==> src/rtl/pwm_phase_pkg.sv <==
package pwm_phase_pkg;

    // Sync output source codes
    typedef enum logic [1:0] {
        SO_ZERO = 2'd0,
        SO_PASS = 2'd1,
        SO_CMP  = 2'd2,
        SO_SW   = 2'd3
    } sync_src_e;

endpackage

==> src/rtl/pwm_tbase.sv <==
module pwm_tbase
    import pwm_phase_pkg::*;
#(
    parameter int CNT_W = 16
) (
    input  logic             clk,
    input  logic             rst_n,
    input  logic [CNT_W-1:0] period_i,
    input  logic             phase_wr_i,
    input  logic [CNT_W-1:0] phase_wdata_i,
    input  logic             phase_en_i,
    input  logic             sync_i,
    input  logic             sw_sync_i,
    input  logic [1:0]       sync_sel_i,
    input  logic [CNT_W-1:0] cmp_i,
    output logic [CNT_W-1:0] cnt_o,
    output logic             sync_o
);

    localparam logic [CNT_W-1:0] ONE = {{(CNT_W-1){1'b0}}, 1'b1};

    typedef struct packed {
        logic [CNT_W-1:0] cnt;
        logic [CNT_W-1:0] phase;
        logic             sync;
    } tb_state_t;

    tb_state_t st_d, st_q;
    logic      load;
    logic      at_top;
    sync_src_e src;

    assign src    = sync_src_e'(sync_sel_i);
    assign load   = sync_i && phase_en_i;
    assign at_top = (st_q.cnt >= (period_i - ONE));

    always_comb begin
        st_d = st_q;

        // Counter: a sync load wins over the normal count and wrap
        if (load) begin
            st_d.cnt = st_q.phase;
        end else if (at_top) begin
            st_d.cnt = '0;
        end else begin
            st_d.cnt = st_q.cnt + ONE;
        end

        // Shadow phase register; it is only used by the next load
        if (phase_wr_i) begin
            st_d.phase = phase_wdata_i;
        end

        // Sync output event select
        unique case (src)
            SO_ZERO: st_d.sync = (st_q.cnt == '0);
            SO_PASS: st_d.sync = sync_i;
            SO_CMP:  st_d.sync = (st_q.cnt == cmp_i);
            SO_SW:   st_d.sync = sw_sync_i;
            default: st_d.sync = 1'b0;
        endcase
    end

    always_ff @(posedge clk or negedge rst_n) begin
        if (!rst_n) begin
            st_q <= '0;
        end else begin
            st_q <= st_d;
        end
    end

    assign cnt_o  = st_q.cnt;
    assign sync_o = st_q.sync;


    count_step_chk: assert property (@(posedge clk) disable iff (!rst_n)
        (!load && (cnt_o < (period_i - ONE))) |=> (cnt_o == $past(cnt_o) + ONE));


    phase_load_chk: assert property (@(posedge clk) disable iff (!rst_n)
        load |=> (cnt_o == $past(st_q.phase)));


    sync_pass_chk: assert property (@(posedge clk) disable iff (!rst_n)
        ((src == SO_PASS) && sync_i) |=> sync_o);

endmodule

==> src/rtl/pwm_leg.sv <==
module pwm_leg #(
    parameter int DB_W = 8
) (
    input  logic            clk,
    input  logic            rst_n,
    input  logic            raw_i,
    input  logic [DB_W-1:0] dly_i,
    output logic            out_o
);

    localparam logic [DB_W-1:0] RUN_MAX = {DB_W{1'b1}};
    localparam logic [DB_W-1:0] ONE     = {{(DB_W-1){1'b0}}, 1'b1};

    typedef struct packed {
        logic [DB_W-1:0] run;
        logic            out;
    } leg_state_t;

    leg_state_t st_d, st_q;

    always_comb begin
        st_d = st_q;

        // Saturating count of consecutive clocks with the raw leg high
        if (!raw_i) begin
            st_d.run = '0;
        end else if (st_q.run != RUN_MAX) begin
            st_d.run = st_q.run + ONE;
        end

        // The output turns on only after the dead band has elapsed
        st_d.out = raw_i && (st_q.run >= dly_i);
    end

    always_ff @(posedge clk or negedge rst_n) begin
        if (!rst_n) begin
            st_q <= '0;
        end else begin
            st_q <= st_d;
        end
    end

    assign out_o = st_q.out;


    out_follows_raw_chk: assert property (@(posedge clk) disable iff (!rst_n)
        $rose(out_o) |-> $past(raw_i));

endmodule

==> src/rtl/pwm_phase_chan.sv <==
module pwm_phase_chan
    import pwm_phase_pkg::*;
#(
    parameter int CNT_W = 16,
    parameter int DB_W  = 8
) (
    input  logic             clk,
    input  logic             rst_n,
    input  logic [CNT_W-1:0] period_i,
    input  logic             phase_wr_i,
    input  logic [CNT_W-1:0] phase_wdata_i,
    input  logic             phase_en_i,
    input  logic             sync_i,
    input  logic             sw_sync_i,
    input  logic [1:0]       sync_sel_i,
    input  logic [CNT_W-1:0] cmp_i,
    input  logic [DB_W-1:0]  rise_dly_i,
    input  logic [DB_W-1:0]  fall_dly_i,
    output logic [CNT_W-1:0] cnt_o,
    output logic             sync_o,
    output logic             pwm_a_o,
    output logic             pwm_b_o
);

    localparam int NLEG = 2;

    logic [CNT_W-1:0] half;
    logic [NLEG-1:0]  raw;
    logic [NLEG-1:0]  leg_out;
    logic [DB_W-1:0]  leg_dly [NLEG];

    pwm_tbase #(.CNT_W(CNT_W)) tbase_i (
        .clk           (clk),
        .rst_n         (rst_n),
        .period_i      (period_i),
        .phase_wr_i    (phase_wr_i),
        .phase_wdata_i (phase_wdata_i),
        .phase_en_i    (phase_en_i),
        .sync_i        (sync_i),
        .sw_sync_i     (sw_sync_i),
        .sync_sel_i    (sync_sel_i),
        .cmp_i         (cmp_i),
        .cnt_o         (cnt_o),
        .sync_o        (sync_o)
    );

    // Fixed 50% duty: A is high for the first half of the period, B is its complement
    assign half       = period_i >> 1;
    assign raw[0]     = (cnt_o < half);
    assign raw[1]     = ~raw[0];
    assign leg_dly[0] = rise_dly_i;
    assign leg_dly[1] = fall_dly_i;

    for (genvar g = 0; g < NLEG; g++) begin : g_leg
        pwm_leg #(.DB_W(DB_W)) leg_i (
            .clk   (clk),
            .rst_n (rst_n),
            .raw_i (raw[g]),
            .dly_i (leg_dly[g]),
            .out_o (leg_out[g])
        );
    end

    assign pwm_a_o = leg_out[0];
    assign pwm_b_o = leg_out[1];


    legs_exclusive_chk: assert property (@(posedge clk) disable iff (!rst_n)
        !(pwm_a_o && pwm_b_o));

endmodule

==> config.mk <==
export PLATFORM = sky130hd
export DESIGN_NAME = pwm_phase_chan
export DESIGN_NICKNAME = d
export VERILOG_FILES = /design/src/rtl/pwm_phase_pkg.sv /design/src/rtl/pwm_tbase.sv /design/src/rtl/pwm_leg.sv /design/src/rtl/pwm_phase_chan.sv
export SDC_FILE = /design/constraint.sdc
export NUM_CORES = 1
export LEC_CHECK = 0
export BUFFER_PORTS_ARGS = -buffer_cell sky130_fd_sc_hd__buf_2
export CORE_MARGIN = 4
export CORE_UTILIZATION = 35
export DETAILED_ROUTE_END_ITERATION = 16
export PLACE_DENSITY_LB_ADDON = 0.1
export SKIP_LAST_GASP = 1
export SYNTH_ARGS = -nofsm -noshare
export SYNTH_HDL_FRONTEND = slang
export SYNTH_SLANG_ARGS = --single-unit
==> constraint.sdc <==
create_clock -name clk -period 6.05 [get_ports clk]
set_input_delay 0 -clock clk [delete_from_list [all_inputs] [get_ports clk]]
set_output_delay 0 -clock clk [all_outputs]
set_load 0.01 [all_outputs]
### Word-level counts from Yosys, hierarchy flattened

Cells that the tools add are included.

| operators by class | value |
|---|---|
| add/sub/neg operators | 4 |
| order comparisons | 4 |
| equal/unequal tests | 7 |
| mux-type cells | 7 |
| bitwise logic cells | 1 |
| reduce and logical (&&, ||, !) cells | 6 |

Operators with widths:

| operator | count |
|---|---|
| two-way mux 16 bit | 2 |
| two-way mux 8 bit | 4 |
| adder 16 x 1 -> 16 bit (second input constant) | 1 |
| adder 8 x 1 -> 8 bit (second input constant) | 2 |
| == test 16 bit | 1 |
| >= comparator 16 bit | 1 |
| >= comparator 8 bit | 2 |
| zero test 16 bit | 1 |
| < comparator 16 x 15 -> 1 bit | 1 |
| != test 8 bit (second input constant) | 2 |
| subtractor 16 x 1 -> 16 bit (second input constant) | 1 |
| == test 2 bit (second input constant) | 2 |
| one-hot mux 1 bit (4 select lines) | 1 |
| logical AND 1 bit | 3 |
| == test 2 x 1 -> 1 bit (second input constant) | 1 |
| zero test 2 bit | 1 |
| != test 2 bit (second input constant) | 1 |
| nonzero test 2 bit | 1 |
| NOT 1 bit | 1 |

| word-level totals | value |
|---|---|
| register bits after elaboration | 51 |
| input bits | 72 |
| output and inout bits | 19 |
| logic and storage cells | 36 |

### Logic depth before layout (Yosys ltp)

| logic depth | value |
|---|---|
| depth after elaboration | 4 |
| depth in mapped cells | 13 |
| depth with buffers taken out | 11 |

### Modules after synthesis

From an unflattened synthesis, not the netlist that was laid out.

| unflattened totals | value |
|---|---|
| cells, all modules | 440 |
| area, all modules | 4,026.4 um^2 |

Modules (own cells, without submodules):

| module | instances | cells an instance | area each (um^2) | seq. area each (um^2) |
|---|---|---|---|---|
| pwm_tbase | 1 | 249 | 2,391.0 | 825.8 |
| pwm_leg | 2 | 70 | 616.8 | 225.2 |
| pwm_phase_chan | 1 | 51 | 401.6 | 0.0 |

### Least setup slack after synthesis

No wires, ideal clock.

| path | value |
|---|---|
| path type | input-to-reg |
| start | in period_i[2] |
| end | reg tbase_i.st_q (netlist bit tbase_i.cnt_o[10]) |
| setup time | 119 ps |
| arrival time | 2,598 ps |
| data required time | 5,931 ps |
| setup slack | 3,333 ps |
| stages on the path | 13 |
| buffers on the path | 2 |
| cell sequence | nor4_1 > nand2_1 > nor3_1 > nand3_1 > xnor2_1 > ha_1 > nand4_1 > or3_1 > a221oi_1 > or4_1 > buf_2 > buf_6 > o21ai_2 |

RTL lines:

| item | RTL line | RTL |
|---|---|---|
| from (decl) | pwm_phase_chan.sv:9 | `input logic [CNT_W-1:0] period_i,` |
| to (signal assigned) | pwm_tbase.sv:68 | `st_q <= st_d;` |
| to (decl) | pwm_tbase.sv:28 | `tb_state_t st_d, st_q;` |

==> key figures <==
CTS
  • TritonCTS Buffers: 5
  • CTS tree: built
  • Longest Clk Path Bufs: 2
  • Post_cts resized: 0
  • Clk sinks: 51
  • H-tree depth: 2
  • Root cell of the clock tree: clkbuf_16
  • Later-pin clock latency in the skew report: 290 ps
  • Reg clk slew, reported paths: 70 ps

Floorplan
  • Starting Density: 35.7%
  • Die W: 116 um
  • Die area: 13400 um2
  • Row count: 39
  • IO Count: 91
  • Die height: 116 um
  • Core area: 11400 um2

Setup path
  • Crit end category: register
  • CP startpoint: period_i[2]
  • Worst r2r src: tbase_i.cnt_o[14]
  • Critical-path cell with the highest stage delay: or4_1
  • WS Path Type: in2reg
  • Max incr delay on CP: 660 ps
  • R2R Setup Slk: 3340 ps
  • Req. time, crit path: 6180 ps
  • Critical Path Source Type: input port
  • Arrival @ worst endpoint: 3500 ps
  • Critical path, cell by cell: buf_2 -> nor4_1 -> nand2_1 -> nor3_1 -> nand3_1 -> xnor2_1 -> ha_1 -> nand4_1 -> or3_1 -> a221oi_1 -> or4_1 -> o21ai_0
  • Crit path to: tbase_i.cnt_o[3]
  • Worst r2r path cells: 6
  • FF-to-FF End: tbase_i.cnt_o[3]
  • CP Max Fanout: 16

Layout
  • Post-layout nets: 655
  • Share of cells above drive strength 1: 23.9%
  • Commonest non-fill, non-tap cell in the layout: buf_2
  • Ant diodes: 0
  • Final std cells w/o fill: 675
  • Layout area overhead: 19.5%
  • Commonest non-fill, non-tap cells in the layout: 90 x buf_2, 51 x ha_1, 51 x dfrtp_1

Global routing
  • Global route overflow: 0
  • Overall Global Routing Usage: 15.9%
  • Largest net degree at the start of global routing: 52
  • Vias in the first global route: 3437
  • First-pass GRT wire length: 17000 um
  • Initial antenna violation count: 0

STA
  • RSZ-0062 raised after global routing: no
  • Slew headroom: 46.9%
  • Setup TNS: 0 ps
  • Setup violators final: 0
  • Fin. max-slew vios: 0
  • FMAX: 297 MHz
  • Hold Violations, Final: 0
  • Worst slew pin tran: 797 ps
  • Crit share post-route: 55.6%
  • Post-Route Skew: 6.47 ps
  • Fin crit period: 3370 ps

Route
  • DRT Wirelength: 10200 um
  • Routed met1 length: 4870 um
  • Drt first pass iters: 4
  • Metal3 WL: 435 um
  • Drt drc: 0
  • Routed WL per cell: 15.2 um
  • Detailed Route Iter0 Violations: 137
  • Met2 Routed Length: 4840 um
  • Top sig layer: met4
  • Detailed-route via count: 3420
  • Vias/cell: 5.07
  • Antenna-violating nets left: 0

Synthesis
  • Synth Area in Compound Gates: 12.3%
  • Syn Nets: 567
  • Mapped Cells: 444
  • Yosys Warn Count: 0
  • Post-synthesis mux area share: 5.94%
  • Post-synthesis xor/xnor area fraction: 10.8%
  • Adder-cell share of the synthesized area: 15.7%
  • Post-Syn Area: 4060 um2
  • Yosys reg bits: 51
  • Simple-Gate Fraction of Synth Area: 15.9%
  • Library cells used by synthesis: 42
  • Synthesized area per cell: 9.15 um2
  • Largest family of logic cells by synthesized area: simple AND/OR/NAND/NOR gates
  • Sequential area share after synthesis: 31.4%

Pwr
  • Maximum VDD drop: 121 uV
  • P_leak: 2.32 nW
  • Power per cell area: 260 nW/um2

Placement
  • # placed instances: 650
  • Final Wtd Congestion: 0.810
  • Count of buffers from port buffering: 90
  • Post-DP HPWL: 7950 um

Outcome
  • Outcome: finished, final reports clean

Run
  • Max_cap viols: 0

Hold path
  • Hold WC Path Type: in2reg
==> registers in the layout, summed over array words and instances (netlist names) <==
| name | flops |
|---|---|
| g_leg.leg_i.out_o | 2 |
| g_leg.leg_i.st_q | 16 |
| tbase_i.cnt_o | 16 |
| tbase_i.st_q | 16 |
| tbase_i.sync_o | 1 |
==> where the power goes <==
group / switching, mW / internal (mW) / total, mW
registers: 0.120 / 0.395 / 0.515
clock network: 0.124 / 0.193 / 0.318
logic: 0.221 / 0.210 / 0.432
==> Yosys cell counts (all sizes together) <==
cell type	n	area (um2)
clkbuf	8	30.0
or4b	1	10.0
a22oi	1	7.51
nor4b	1	8.76
nand3	21	105
xor2	12	105
a41o	1	10.0
a31oi	1	6.26
o2111ai	3	26.3
mux2	17	191
a21oi	23	115
o31ai	1	12.5
nand2b	4	25.0
xnor2	38	333
nand2	38	143
o31a	1	8.76
o21a	6	45.0
buf	20	153
nor3	20	100
o221ai	1	8.76
or4	2	15.0
or3	2	12.5
and2	2	15.0
nand4	13	81.3
nor4	7	43.8
inv	38	143
a211oi	5	37.5
a41oi	1	8.76
a221oi	1	8.76
nor2	13	48.8
and3	6	37.5
o221a	1	11.3
a211o	1	8.76
ha	51	638
dfrtp	51	1280
a21o	4	30.0
o21ai	23	153
mux2i	5	50.1
==> stage by stage <==
stage	setup slack, ps	total power, mW	util [%]	cell area, um2	hold slack (ps)
floorplan	3330	0.824	-	4060	-296
global placement	2420	0.945	39.7	4520	175
global route	2210	1.38	42.7	4860	35.7
CTS	2610	1.29	42.7	4860	7.71
finish	2680	1.26	42.7	4860	19.6
detailed placement	2310	0.954	39.7	4520	182
==> layout make-up <==
class / instances / area, um2
clock inverter: 1 / 30.0
timing repair buffer: 109 / 638
tap: 143 / 179
sequential: 51 / 1280
inverter: 38 / 143
fill: 1156 / 6510
multi-input combinational: 327 / 2460
clock buffer: 6 / 129
==> kinds of logic (layout without fill, tap and decap cells) <==
kind of cell / after synthesis / after routing
AOI/OAI and AO/OA: 74 / 74
xor gates and xnor gates: 50 / 50
adders and majority gates: 51 / 51
buffers and inverters: 66 / 154
DFF: 51 / 51
muxes: 22 / 22
and+or+nand+nor: 130 / 130
==> what timing repair did <==
item,4_1_cts,5_1_grt
endpoints found under the hold margin,68,0
setup buffers,0,0
endpoints found under the setup margin,0,0
hold buffers,18,0
==> worst min path at each step <==
stage                        startpoint                   end  slack, ps  cells past startpoint
after floorplan                   rst_n  g_leg[0].leg_i.out_o       -300                      0
after global placement            rst_n  g_leg[0].leg_i.out_o        170                      2
after detailed placement          rst_n  g_leg[0].leg_i.out_o        180                      2
after CTS                 sync_sel_i[1]        tbase_i.sync_o          8                      3
after global routing      sync_sel_i[1]        tbase_i.sync_o         40                      3
final                     sync_sel_i[1]        tbase_i.sync_o         20                      3
==> worst max-delay path, delay by kind of cell <==
family                     cells  cell delay (ps)
AOI/OAI and AO/OA              2              450
xor gates and xnor gates       1              160
adders and majority gates      1              290
buffers and inverters          1              130
and+or+nand+nor                7             2470
==> routing by layer <==
layer	track usage (%)	up-vias
li1	-	1730
met3	2.92	8
met4	3.17	0
met5	0	-
met1	21.9	1627
met2	26.4	55
(Power assumes the default switching activity.)
